--- src/rtl/dbgc_pkg.sv ---
package dbgc_pkg;
    localparam int CTL_W = 8;

    typedef struct packed {
        logic stat_ack;   // bit 7
        logic lp_ack;     // bit 6
        logic lp_req;     // bit 5
        logic core_park;  // bit 4
        logic sys_rq;     // bit 3
        logic halt;       // bit 2
        logic lock;       // bit 1
        logic erase;      // bit 0
    } ctl_t;

    function automatic logic wr_accept(input logic en, input logic locked);
        return en & ~locked;
    endfunction
endpackage

--- src/rtl/dbgc_bits.sv ---
module dbgc_bits
    import dbgc_pkg::*;
(
    input  logic             clk,
    input  logic             por,
    input  logic             dbg_rst,
    input  logic             wr_en,
    input  logic [CTL_W-1:0] wr_data,
    input  logic             erase_done,
    input  logic             erase_allow,
    input  logic             sleep_exit,
    input  logic             sys_rst,
    output ctl_t             q,
    output logic             wr_ok,
    output logic             erase_req
);
    ctl_t wd;
    ctl_t d;

    assign wd        = ctl_t'(wr_data);
    assign wr_ok     = wr_accept(wr_en, q.lock);
    assign erase_req = q.erase & erase_allow;

    always_comb begin
        d = q;
        if (q.erase && erase_allow && erase_done)
            d.erase = 1'b0;
        if (wr_ok) begin
            d.stat_ack  = wd.stat_ack;
            d.lp_ack    = wd.lp_ack;
            d.lp_req    = wd.lp_req;
            d.core_park = wd.core_park;
            d.sys_rq    = wd.sys_rq;
            d.halt      = wd.halt;
            d.lock      = q.lock | wd.lock;
            if (wd.erase)
                d.erase = 1'b1;
        end
        if (sys_rst)
            d.erase = 1'b0;
        if (sleep_exit) begin
            d.lp_req = 1'b0;
            d.lp_ack = 1'b0;
        end
        if (dbg_rst) begin
            d.lock      = 1'b0;
            d.halt      = 1'b0;
            d.sys_rq    = 1'b0;
            d.core_park = 1'b0;
        end
    end

    always_ff @(posedge clk) begin
        if (por)
            q <= '0;
        else
            q <= d;
    end

    // lockout survives everything except debug reset
    a_r3_lock_sticky: assert property (@(posedge clk) disable iff (por)
        (q.lock && !dbg_rst) |=> q.lock);

    // a locked register ignores writes
    a_r3_frozen: assert property (@(posedge clk) disable iff (por)
        (q.lock && wr_en && !dbg_rst && !sleep_exit && !sys_rst && !erase_done)
        |=> $stable(q));

    // completion clears the erase bit unless re-triggered
    a_r1_done_clears: assert property (@(posedge clk) disable iff (por)
        (q.erase && erase_allow && erase_done && !(wr_ok && wd.erase)) |=> !q.erase);
endmodule

--- src/rtl/dbgc_sleep.sv ---
module dbgc_sleep (
    input  logic clk,
    input  logic por,
    input  logic sleep_enter,
    input  logic sleep_exit,
    input  logic lp_req,
    input  logic ack_wr,
    input  logic stat_clr,
    output logic recov_hold,
    output logic sleep_status
);
    logic armed_q;

    always_ff @(posedge clk) begin
        if (por) begin
            armed_q      <= 1'b0;
            recov_hold   <= 1'b0;
            sleep_status <= 1'b0;
        end else begin
            if (sleep_enter)
                sleep_status <= 1'b1;
            else if (stat_clr)
                sleep_status <= 1'b0;

            if (sleep_exit) begin
                recov_hold <= armed_q;
                armed_q    <= 1'b0;
            end else begin
                if (ack_wr)
                    recov_hold <= 1'b0;
                if (sleep_enter)
                    armed_q <= lp_req;
            end
        end
    end

    // the wake hold persists until acknowledged
    a_r7_hold_until_ack: assert property (@(posedge clk) disable iff (por)
        (recov_hold && !ack_wr && !sleep_exit) |=> recov_hold);

    // every entry leaves the sticky flag set
    a_r9_flag_sets: assert property (@(posedge clk) disable iff (por)
        sleep_enter |=> sleep_status);
endmodule

--- src/rtl/dbgc_rstseq.sv ---
module dbgc_rstseq (
    input  logic clk,
    input  logic por,
    input  logic sys_rq,
    input  logic recov_hold,
    input  logic park_bit,
    output logic sys_rst_out,
    output logic core_rst_out
);
    logic parked_q;

    assign sys_rst_out  = sys_rq | recov_hold;
    assign core_rst_out = sys_rst_out | (parked_q & park_bit);

    always_ff @(posedge clk) begin
        if (por)
            parked_q <= 1'b0;
        else
            parked_q <= park_bit & (sys_rst_out | parked_q);
    end
endmodule

--- src/rtl/dbg_ctl_reg.sv ---
module dbg_ctl_reg
    import dbgc_pkg::*;
(
    input  logic             clk,
    input  logic             por,
    input  logic             dbg_rst,
    input  logic             wr_en,
    input  logic [CTL_W-1:0] wr_data,
    output logic [CTL_W-1:0] rd_data,
    input  logic             erase_allow,
    input  logic             erase_done,
    output logic             erase_req,
    input  logic             sleep_enter,
    input  logic             sleep_exit,
    output logic             sleep_status,
    output logic             halt_req,
    output logic             sys_rst_out,
    output logic             core_rst_out
);
    ctl_t q;
    logic wr_ok;
    logic recov_hold;

    dbgc_bits u_bits (
        .clk        (clk),
        .por        (por),
        .dbg_rst    (dbg_rst),
        .wr_en      (wr_en),
        .wr_data    (wr_data),
        .erase_done (erase_done),
        .erase_allow(erase_allow),
        .sleep_exit (sleep_exit),
        .sys_rst    (sys_rst_out),
        .q          (q),
        .wr_ok      (wr_ok),
        .erase_req  (erase_req)
    );

    dbgc_sleep u_sleep (
        .clk         (clk),
        .por         (por),
        .sleep_enter (sleep_enter),
        .sleep_exit  (sleep_exit),
        .lp_req      (q.lp_req),
        .ack_wr      (wr_ok & wr_data[6]),
        .stat_clr    (wr_ok & wr_data[7]),
        .recov_hold  (recov_hold),
        .sleep_status(sleep_status)
    );

    dbgc_rstseq u_rst (
        .clk         (clk),
        .por         (por),
        .sys_rq      (q.sys_rq),
        .recov_hold  (recov_hold),
        .park_bit    (q.core_park),
        .sys_rst_out (sys_rst_out),
        .core_rst_out(core_rst_out)
    );

    assign rd_data  = q;
    assign halt_req = q.halt;

    // a set reset-request bit always means system reset
    a_r5_sysrst: assert property (@(posedge clk) disable iff (por)
        rd_data[3] |-> sys_rst_out);

    // no erase request without permission
    a_r2_blocked: assert property (@(posedge clk) disable iff (por)
        !erase_allow |-> !erase_req);

    // a blocked erase bit persists until system reset
    a_r2_persists: assert property (@(posedge clk) disable iff (por)
        (rd_data[0] && !erase_allow && !sys_rst_out) |=> rd_data[0]);

    // parking carries core reset past the end of system reset
    a_r6_park: assert property (@(posedge clk) disable iff (por)
        (sys_rst_out && rd_data[4] && !dbg_rst) |=> (core_rst_out || !rd_data[4]));
endmodule

--- config.mk ---
export PLATFORM = sky130hd
export DESIGN_NAME = dbg_ctl_reg
export DESIGN_NICKNAME = d
export VERILOG_FILES = /design/src/rtl/dbgc_pkg.sv /design/src/rtl/dbgc_bits.sv /design/src/rtl/dbgc_sleep.sv /design/src/rtl/dbgc_rstseq.sv /design/src/rtl/dbg_ctl_reg.sv
export SDC_FILE = /design/constraint.sdc
export NUM_CORES = 1
export LEC_CHECK = 0
export CAP_MARGIN = 0
export CORE_MARGIN = 2
export CORE_UTILIZATION = 35
export DETAILED_ROUTE_END_ITERATION = 6
export DONT_BUFFER_PORTS = 1
export GPL_TIMING_DRIVEN = 0
export SLEW_MARGIN = 10
export SYNTH_ARGS = -nofsm -noshare
export SYNTH_HDL_FRONTEND = slang
export SYNTH_SLANG_ARGS = --single-unit
export TNS_END_PERCENT = 10
--- constraint.sdc ---
create_clock -name clk -period 1.25 [get_ports clk]
set_clock_uncertainty 0.2 [all_clocks]
set_input_delay 0 -clock clk [delete_from_list [all_inputs] [get_ports clk]]
set_output_delay 0 -clock clk [all_outputs]
set_load 0.02 [all_outputs]
Word level (Yosys, flattened, before mapping):

Cells that the tools add are included.

* multiplexer cells: 7
* bitwise logic cells: 11
* reduce and logical (&&, ||, !) cells: 7

Operators by type and width (count)
* 1-bit two-way mux: 7
* 1-bit AND: 6
* 2-bit OR reduction: 3
* 1-bit bitwise OR: 4
* 2-bit nonzero test: 2
* 1-bit logical AND: 2
* 1-bit inverter: 1

* bits in registers: 12
* input port bits: 16

Longest topological paths before layout:

Gate-level depths: netlist of the first run.

* depth after elaboration: 5
* gate-level depth with buffers: 4

Hierarchy:

From an unflattened synthesis of the first run, not the netlist that was laid out.

* cells, all modules: 48
* area total of the unflattened synthesis: 486.7 µm²

Modules (own cells, without submodules)
* dbgc_bits: times used 1, cells each 29, area an instance 310.3 µm², seq. area each 160.2 µm²
* dbgc_sleep: times used 1, cells each 11, area an instance 107.6 µm², seq. area each 60.1 µm²
* dbgc_rstseq: times used 1, cells each 5, area an instance 48.8 µm², seq. area each 20.0 µm²
* dbg_ctl_reg: times used 1, cells each 3, area an instance 20.0 µm², seq. area each 0.0 µm²

Worst setup path before layout of the first run:

Ideal clock, no wire load.

* kind: register to register
* from: reg u_bits.q[1] (netlist name)
* to: reg u_sleep.recov_hold
* library setup time: 68 ps
* arrival time: 1068 ps
* required time: 982 ps
* slack: -85 ps
* stages on the path, launching flop included: 5
* path through: dfxtp_1 > nor2b_4 > buf_6 > a211o_1 > a21oi_2

* word-level cells in the longest chain between the ends: 4

RTL lines
* 1-bit inverter: line dbgc_pkg.sv:16 `return en & ~locked;`
* 1-bit AND: line dbgc_pkg.sv:16
* 1-bit AND: line dbg_ctl_reg.sv:45 `.ack_wr (wr_ok & wr_data[6]),`
* 2-bit nonzero test (no source line)
* end signal: assignment: line dbgc_sleep.sv:26 `recov_hold <= armed_q;`
* end: declaration: line dbgc_sleep.sv:9 `output logic recov_hold,`

No other way between the ends.
A chain may end at the register's enable or synchronous reset.

Final worst setup path of the first run:

* from: reg u_sleep.recov_hold
* to: out core_rst_out

* word-level cells in the longest chain between the ends: 2

RTL lines
* 1-bit bitwise OR: line dbgc_rstseq.sv:12 `assign sys_rst_out = sys_rq | recov_hold;`
* named net sys_rst_out: line dbg_ctl_reg.sv:17 `output logic sys_rst_out,`
* 1-bit bitwise OR: line dbgc_rstseq.sv:13 `assign core_rst_out = sys_rst_out | (parked_q & park_bit);`
* end: declaration: line dbg_ctl_reg.sv:18 `output logic core_rst_out`

The timed path passes the listed nets, and every way through them passes these cells.

==> results of run 1 <==
[kinds of logic (layout without fill, tap and decap cells)]
group           count (synthesis)  in the layout  synth area share (%)
flops                          12             12                  47.9
mux                             7              7                  14.0
simple gates                   17             17                  18.5
buf+inv                         8             27                  10.5
compound gates                  6              6                  9.23
[cell type report]
type                    count  share of cell area [%]
multi-input cells          30                    30.7
inverters                   2                    1.04
repair buffers             16                    21.8
flip-flops and latches     12                    34.0
plain buffers               6                    6.74
clock buffers               3                    3.11
well taps                  15                    2.59
[where the power goes]
group	leakage, uW	switching [uW]	internal [uW]
combinational	0.000184	52.9	70.2
clock	0.0000138	121	111
sequential	0.0000995	22.6	395
[stage by stage]
| step | power (uW) | setup TNS (ps) |
|---|---|---|
| after floorplan | 488 | 0 |
| after global placement | 498 | -19.4 |
| after detailed placement | 499 | -26.4 |
| after CTS | 776 | -58.5 |
| after global routing | 813 | -349 |
| final | 773 | -53.7 |
[cell usage after synthesis]
| cell type | n | area (um2) |
|---|---|---|
| nand2_1 | 2 | 7.51 |
| dfxtp_1 | 12 | 240 |
| a21oi_2 | 1 | 8.76 |
| nor3_1 | 8 | 40.0 |
| or2_2 | 1 | 6.26 |
| and2_1 | 1 | 6.26 |
| buf_4 | 4 | 30.0 |
| buf_6 | 1 | 11.3 |
| nor2b_4 | 1 | 13.8 |
| a211o_1 | 1 | 8.76 |
| inv_1 | 2 | 7.51 |
| nor3b_1 | 1 | 7.51 |
| nor2_1 | 3 | 11.3 |
| a21o_1 | 1 | 7.51 |
| a311oi_1 | 1 | 8.76 |
| mux2i_1 | 7 | 70.1 |
| clkbuf_1 | 1 | 3.75 |
| a22oi_1 | 1 | 7.51 |
| a21oi_1 | 1 | 5.00 |
[worst paths after layout]
| path | startpoint | to | slack [ps] | cells past startpoint |
|---|---|---|---|---|
| max | u_sleep.recov_hold$_SDFFE_PP0P_ | core_rst_out | -50 | 2 |
| min | wr_data[7] | u_sleep.sleep_status$_SDFFE_PP0P_ | 220 | 2 |
| max reg2reg | u_bits.q[1]$_SDFFE_PP0P_ | u_bits.q[2]$_SDFFE_PP0P_ | 10 | 4 |
| min reg2reg | u_sleep.armed_q$_SDFFE_PP0P_ | u_sleep.recov_hold$_SDFFE_PP0P_ | 280 | 2 |
[layer usage]
layer	track usage, %	routed length (um)	part of all wire (%)
met5	0	0	0
met4	9.68	22	2.0
met3	4.35	67	6.0
met2	21.3	517	46
met1	18.1	510	46
[timing repair]
action | 4_1_cts | 5_1_grt
pin swaps | 2 | 1
setup endpoints to repair | 2 | 11
hold endpoints to repair | 13 | 0
buffers inserted | 1 | 0
gates resized for setup | 4 | 3
hold buffers | 15 | 0
[sequential cells by signal, indices dropped and copies added, names as in the netlist]
name,cells
u_sleep.armed_q,1
u_sleep.recov_hold,1
u_sleep.sleep_status,1
u_rst.parked_q,1
u_bits.q,8
[critical path: stages, from the launching register on]
cell	delay, ps
dfxtp_1	320
or2_4	300
a21o_4	220
==> results.toml, run 1 <==
[outcome]
status = "finished with violations"
violations = "negative setup slack"

[floorplanning]
fp-row-count = 13
die_h_um = 41.9
die_w_um = 41.9
core_area_um2 = 1320
dieArea_um2 = 1750
initial_utilization_pct = 38.1
pin_count = 29

[clock_tree]
clkTransAtPathRegs_ps = 70
h-tree-depth = 1
clock_path_buffers = 2
tritoncts = "yes"
root_buffer = "clkbuf_4"
cts.sinks = 12
insertion_delay_ps = 270
cts_buffers = 3

[pwr]
ir_drop_uv = 643
power_density_nw_per_um2 = 1070
leakage_uw = 0.000298

[timing]
timing.hold.ws_ps = 220
tightest_slew_ps = 483
timing.fmax_ghz = 0.767
finalCritPeriodShare_pct = 104
fin_crit_ps = 1300
slew-limit-headroom_pct = 67.8
hold_viol = 0
layout_setup_ws_ps = -53.7
grt_setup_unrepaired = "true"
maxSlewViolCount = 0
setup_viol = 1

[routing]
wl_um = 1120
ant_nets = 0
num_vias = 413
dr.pass1.iters = 4
drcViolationCount = 0
wl_per_cell_um = 13.3
detail_route.iter0.violations = 4
via_per_inst = 4.92

[grt]
grt_max_degree = 11
grt_pass1_wl_um = 1880
globalRouteOverflowTotal = 0
grt_use_total_pct = 14.5
grt_antenna_before_repair = 0
first_global_vias = 385

[placement]
dpl-instance-area_um2 = 522
gp_congestion = 0.597
io_buffers = 0
preCtsSetupSlack_ps = -26.4
placed_cells = 65
dp_hpwl_um = 700

[run]
drv_cap = 0

[critical_path]
arrival_ps = 1100
setup.worst_path.class = "reg2out"
worstPathRequired_ps = 1050
crit_fanout = 4
startpoint_type = "flop"
crit_path_end_kind = "output port"

[final_layout]
antenna_cells = 0
nFillCells = 117
regArea_um2 = 246
drive_gt1_share_pct = 24.6
final_cell_mix = "15 x dlygate4sd3_1, 9 x dfxtp_1, 8 x nor3_1"
fin_nets = 87
syn2layout_area_growth_pct = 44.4
multi_input_comb_area_um2 = 223
final_common_cell = "dlygate4sd3_1"
fin_util_pct = 55.0
stdcell_count = 84
finalInstanceArea_um2 = 724

[synthesis]
synthCells = 50
yosysWarnings = 0
ys_seq_area_share_pct = 47.9
synth.avg_cell_area_um2 = 10.0
synth_cell_types = 19
synthesis.nets = 66
synth.ff_latch_count = 12
netlist_area_um2 = 502

[min_path]
hold_class = "in2reg"
No activity file was read; power rests on OpenSTA's default activity.
==> run 2: changes to the inputs <==
--- a/config.mk
+++ b/config.mk
@@ -11,6 +11,7 @@
 export DETAILED_ROUTE_END_ITERATION = 6
 export DONT_BUFFER_PORTS = 1
 export GPL_TIMING_DRIVEN = 0
+export SETUP_SLACK_MARGIN = 0.02
 export SLEW_MARGIN = 10
 export SYNTH_ARGS = -nofsm -noshare
 export SYNTH_HDL_FRONTEND = slang
==> run 2 against run 1 <==
Effect of this change: the flow still finishes with violations (negative setup slack); maximum frequency shrank 1.3%; register-to-register slack is essentially flat; setup slack lost 17 ps; critical path depth is the same; sequential power is essentially flat; routed wire length grew 3.8%; worst hold slack lost 12 ps; cell area grew 1.4%; combinational power is essentially flat.
==> results.toml, run 2 (synthesis results as in run 1) <==
[clock_tree]
insertion_delay_ps = 270
tritoncts = "yes"
clkTransAtPathRegs_ps = 80
cts.sinks = 12
root_buffer = "clkbuf_4"
h-tree-depth = 1
clock_path_buffers = 2
cts_buffers = 3

[timing]
setup_viol = 1
slew-limit-headroom_pct = 66.8
finalCritPeriodShare_pct = 106
layout_setup_ws_ps = -71.0
grt_setup_unrepaired = "true"
tightest_slew_ps = 498
fin_crit_ps = 1320
timing.fmax_ghz = 0.757
hold_viol = 0
maxSlewViolCount = 0

[pwr]
p_int_uw = 641
p_clk_share_pct = 36.5
sw_frac_of_total_pct = 24.6
switchingPower_uw = 210
ir_drop_uv = 624
power_density_nw_per_um2 = 1160
power_uw = 850
pwr-share-seq_pct = 49.1
leakage_uw = 0.000307
pwr-share-comb_pct = 14.4

[min_path]
hp-start = "por"
whs_path_depth = 2
hold_class = "in2reg"
holdPathEnd = "u_rst.parked_q$_SDFF_PP0_"

[grt]
grt_max_degree = 11
grt_pass1_wl_um = 1870
grt_use_total_pct = 14.3
first_global_vias = 419
globalRouteOverflowTotal = 0
grt_antenna_before_repair = 0

[final_layout]
drive_gt1_share_pct = 24.3
regMostFlops = "u_bits.q"
syn2layout_area_growth_pct = 46.4
finalInstanceArea_um2 = 734
fin_nets = 87
final_cell_mix = "15 x dlygate4sd3_1, 10 x dfxtp_1, 8 x nor3_1"
final_common_cell = "dlygate4sd3_1"
largest_reg_flops = 8
antenna_cells = 0
nFillCells = 125

[critical_path]
startpoint_type = "flop"
arrival_ps = 1120
r2r_slack_ps = 20
r2r_end = "u_sleep.recov_hold$_SDFFE_PP0P_"
worstPathRequired_ps = 1050
r2r_cells = 4
crit_path_end_kind = "output port"
setup.worst_path.class = "reg2out"
crit_fanout = 4
rr_startpoint = "u_bits.q[1]$_SDFFE_PP0P_"

[routing]
via_per_inst = 4.87
wl_per_cell_um = 13.6
wl_um = 1160
dr.pass1.iters = 4
drcViolationCount = 0
detail_route.iter0.violations = 2
ant_nets = 0
num_vias = 414

[floorplanning]
die_w_um = 41.9
dieArea_um2 = 1750
core_area_um2 = 1320
initial_utilization_pct = 38.1
pin_count = 29
fp-row-count = 13
die_h_um = 41.9

[outcome]
violations = "negative setup slack"
status = "finished with violations"

[run]
drv_cap = 0

[placement]
gp_congestion = 0.647
io_buffers = 0
dpl-instance-area_um2 = 524
-- run 2: worst max path at each step --
| stage | start | end | slack [ps] | cells past startpoint |
|---|---|---|---|---|
| after floorplan | u_bits.q[1]$_SDFFE_PP0P_ | u_sleep.recov_hold$_SDFFE_PP0P_ | 40 | 4 |
| after global placement | u_bits.q[1]$_SDFFE_PP0P_ | u_sleep.recov_hold$_SDFFE_PP0P_ | 20 | 4 |
| after detailed placement | u_bits.q[1]$_SDFFE_PP0P_ | u_sleep.recov_hold$_SDFFE_PP0P_ | 0.7 | 4 |
| after CTS | u_sleep.recov_hold$_SDFFE_PP0P_ | core_rst_out | -70 | 2 |
| after global routing | u_bits.q[3]$_SDFFE_PP0P_ | core_rst_out | -90 | 2 |
| final | u_bits.q[3]$_SDFFE_PP0P_ | core_rst_out | -70 | 2 |
-- run 2: area by class of cell --
type                       count  area, um2  share of cell area [%]
tap                           15       18.8                    2.56
multi-input combinational     30        220                    30.0
buffer                         6       48.8                    6.64
timing repair buffer          16        158                    21.5
inverter                       2       7.51                    1.02
sequential                    12        245                    33.4
clock buffer                   4       36.3                    4.94
-- run 2: critical path, stage by stage, from the launching register on --
cell     delay, ps
dfxtp_2        330
or2_4          290
a21o_4         220
-- run 2: per-stage QoR --
| stage | setup TNS, ps | setup WS (ps) | hold WS [ps] | util (%) | instances |
|---|---|---|---|---|---|
| floorplan | 0 | 42.2 | -133 | - | 50 |
| global placement | 0 | 17.7 | -130 | 39.8 | 65 |
| detailed placement | 0 | 0.667 | -129 | 39.8 | 65 |
| CTS | -68.3 | -68.3 | 207 | 54.8 | 84 |
| global route | -259 | -92.5 | 224 | 55.7 | 85 |
| finish | -71.0 | -71.0 | 208 | 55.7 | 85 |
-- run 2: power groups by stage --
| stage | registers (uW) | clock network [uW] | logic, uW |
|---|---|---|---|
| 2_1_floorplan | 423 | 0 | 63.4 |
| 3_3_place_gp | 425 | 0 | 70.5 |
| 3_5_place_dp | 425 | 0 | 71.8 |
| 4_1_cts | 417 | 320 | 118 |
| 5_1_grt | 419 | 331 | 133 |
| 6_report | 417 | 310 | 123 |
-- run 2: timing repair --
action | in CTS | in global routing
hold endpoints to repair | 13 | 0
setup buffers | 0 | 1
hold buffers | 15 | 0
pin swaps | 2 | 2
setup endpoints to repair | 3 | 12
resized for setup | 3 | 2
cloned | 0 | 0
-- run 2: metal layers --
| metal | up-vias | track usage [%] | wire length (um) | share of wire (%) |
|---|---|---|---|---|
| met2 | 10 | 25.0 | 619 | 53 |
| li1 | 208 | - | - | - |
| met3 | 2 | 4.35 | 50 | 4.3 |
| met4 | 0 | 9.68 | 14 | 1.2 |
| met1 | 194 | 14.3 | 476 | 41 |
| met5 | - | 0 | 0 | 0 |
==> run 3: changes to the inputs <==
--- a/config.mk
+++ b/config.mk
@@ -5,6 +5,7 @@
 export SDC_FILE = /design/constraint.sdc
 export NUM_CORES = 1
 export LEC_CHECK = 0
+export ABC_AREA = 1
 export CAP_MARGIN = 0
 export CORE_MARGIN = 2
 export CORE_UTILIZATION = 35
==> constraint.sdc (replaced) <==
create_clock -name clk -period 1.55 [get_ports clk]
set_clock_uncertainty 0.2 [all_clocks]
set_input_delay 0 -clock clk [delete_from_list [all_inputs] [get_ports clk]]
set_output_delay 0 -clock clk [all_outputs]
set_load 0.02 [all_outputs]
==> run 3 against run 2 <==
Effect of this change: the flow now finishes without violations; critical path depth rose by 2; non-clock buffer count decreased by 3; global-route usage is 0.49 points lower; flip-flop and latch count unchanged; register-to-register slack better by 270 ps; setup slack improved by 280 ps; clock power is 22% lower; worst hold slack better by 28 ps; largest cell class unchanged.
==> results.toml, run 3 <==
[outcome]
status = "finished clean"

[run]
drv_cap = 0

[clock_tree]
clock_path_buffers = 2
insertion_delay_ps = 260
cts_buffers = 3
root_buffer = "clkbuf_4"
h-tree-depth = 1
tritoncts = "yes"
clkTransAtPathRegs_ps = 70
cts.sinks = 12

[placement]
dp_hpwl_um = 758
io_buffers = 0
gp_congestion = 0.724

[final_layout]
final_common_cell = "dlygate4sd3_1"
syn2layout_area_growth_pct = 42.8
regMostFlops = "u_bits.q"
antenna_cells = 0
drive_gt1_share_pct = 17.0
nFillCells = 138
fin_nets = 105
final_cell_mix = "15 x dlygate4sd3_1, 12 x nor2_1, 12 x dfxtp_1"
largest_reg_flops = 8

[synthesis]
synth_top_family_by_area = "simple AND/OR/NAND/NOR gates"
synth-edff-count = 0
yosys.area.top_type = "dfxtp_1"
netlist_area_um2 = 512
synthSimpleGateAreaFrac_pct = 25.2
yosysWarnings = 0
synth.avg_cell_area_um2 = 7.42
synth_cell_types = 16
ys_seq_area_share_pct = 46.9
muxShareOfSynthArea_pct = 0
synth.ff_latch_count = 12
synth_compound_area_share_pct = 13.0
synthCells = 69
synthesis.nets = 85
synth_ff_type = "dfxtp_1"
async_flop_share_pct = 0
synth_top_cell_area_share_pct = 46.9
synth-adder-area-share_pct = 0
synth_area_leaders = "dfxtp_1 47%, nand2_1 8.8%, nor2_1 8.8%, inv_1 7.3%, buf_4 5.9%"
synth_xor_area_share_pct = 0
synth_common_cells = "12 x dfxtp_1, 12 x nand2_1, 12 x nor2_1"

[critical_path]
crit_path_end_kind = "output port"
slowest_stage = "dfxtp_1"
rr_startpoint = "u_bits.q[1]$_SDFFE_PP0P_"
startpoint_type = "flop"
arrival_ps = 1140
worstPathRequired_ps = 1350
slowest_delay_ps = 350
crit_start = "u_bits.q[3]$_SDFFE_PP0P_"
path_common_cell = "inv_1"
crit_fanout = 3
path_cells = "inv_1 -> nand2_2 -> inv_1 -> a21oi_4"
setup.worst_path.class = "reg2out"

[floorplanning]
core_area_um2 = 1330
initial_utilization_pct = 38.4
fp-row-count = 13
die_h_um = 42.2
die_w_um = 42.2
pin_count = 29
dieArea_um2 = 1780

[routing]
wl_per_cell_um = 10.9
wl_met1_um = 451
wl_met2_um = 584
dr.pass1.iters = 2
via_per_inst = 4.59
maxUsedRoutingLayer = "met4"
drcViolationCount = 0
wl_um = 1130
detail_route.iter0.violations = 4
wl_met3_um = 82
ant_nets = 0
num_vias = 473

[timing]
slew-limit-headroom_pct = 81.9
timing.hold.ws_ps = 236
finalCritPeriodShare_pct = 86.3
maxSlewViolCount = 0
tightest_slew_ps = 271
hold_viol = 0
fin_setup_tns_ps = 0
setup_viol = 0
grt_setup_unrepaired = "false"
timing.fmax_ghz = 0.747
fin_crit_ps = 1340

[grt]
grt_max_degree = 8
grt_use_total_pct = 13.8
first_global_vias = 475
globalRouteOverflowTotal = 0
grt_pass1_wl_um = 1840
grt_antenna_before_repair = 0

[min_path]
hold_class = "in2reg"
hp-start = "wr_data[2]"

[pwr]
leakage_uw = 0.000330
ir_drop_uv = 602
power_density_nw_per_um2 = 947
==> run 3: cell count changes in the layout (fill, tap and decap cells not counted), sizes merged, moves of 2 or more <==
cell / change
o21ai: +6
nand3: +2
mux2i: -7
buf: -2
nand2: +12
nor2: +10
nor3: -7
a21oi: +3
inv: +8
==> run 3: logic make-up (layout without fill, tap and decap cells) <==
family,after synthesis,count (layout)
AOI/OAI and AO/OA,12,12
and+or+nand+nor,30,30
DFF,12,12
buffers and inverters,15,34
==> run 3: critical path, delay by kind of cell (launching register included) <==
kind,cells,cell delay (ps)
compound gates,1,220
flops,1,350
simple gates,1,140
buf+inv,2,160
==> run 3: stage by stage <==
step	utilization, %	cell area, um2	std cells	setup slack (ps)	power, uW
after CTS	54.0	721	103	77.2	703
after global placement	39.8	531	84	275	416
final	54.8	731	103	212	692
after detailed placement	39.8	531	84	276	418
after global routing	54.8	731	103	118	732
after floorplan	-	512	69	341	407
==> run 3: where the power goes <==
part           internal [uW]  switching (uW)
combinational           50.6            58.9
sequential               322            18.7
clock                    143            99.3
total                    515             177
==> run 3: routing by layer <==
metal,track usage (%),vias to the layer above
li1,-,249
met1,13.8,203
met2,24.9,19
met3,6.90,2
met4,3.75,0
met5,0,-
==> run 3: layout make-up <==
class	instances	area [um2]	area share, %
inverters	11	46.3	6.34
multi-input cells	42	209	28.6
clock buffers	4	36.3	4.97
well taps	15	18.8	2.57
repair buffers	15	150	20.5
plain buffers	4	30.0	4.11
flip-flops and latches	12	240	32.9
==> run 3: final timing paths <==
| kind | end | slack [ps] | cells after the start |
|---|---|---|---|
| worst max-delay path | core_rst_out | 210 | 4 |
| worst min-delay path | u_bits.q[2]$_SDFFE_PP0P_ | 240 | 3 |
| worst max register to register | u_bits.q[4]$_SDFFE_PP0P_ | 290 | 5 |
| worst min register to register | u_sleep.recov_hold$_SDFFE_PP0P_ | 270 | 2 |
==> run 3: timing repair <==
item                       CTS  global route
gates resized for setup      1             2
setup endpoints to repair    1             1
hold buffers                15             0
setup buffers                0             0
hold endpoints to repair    13             0
pin swaps                    0             0
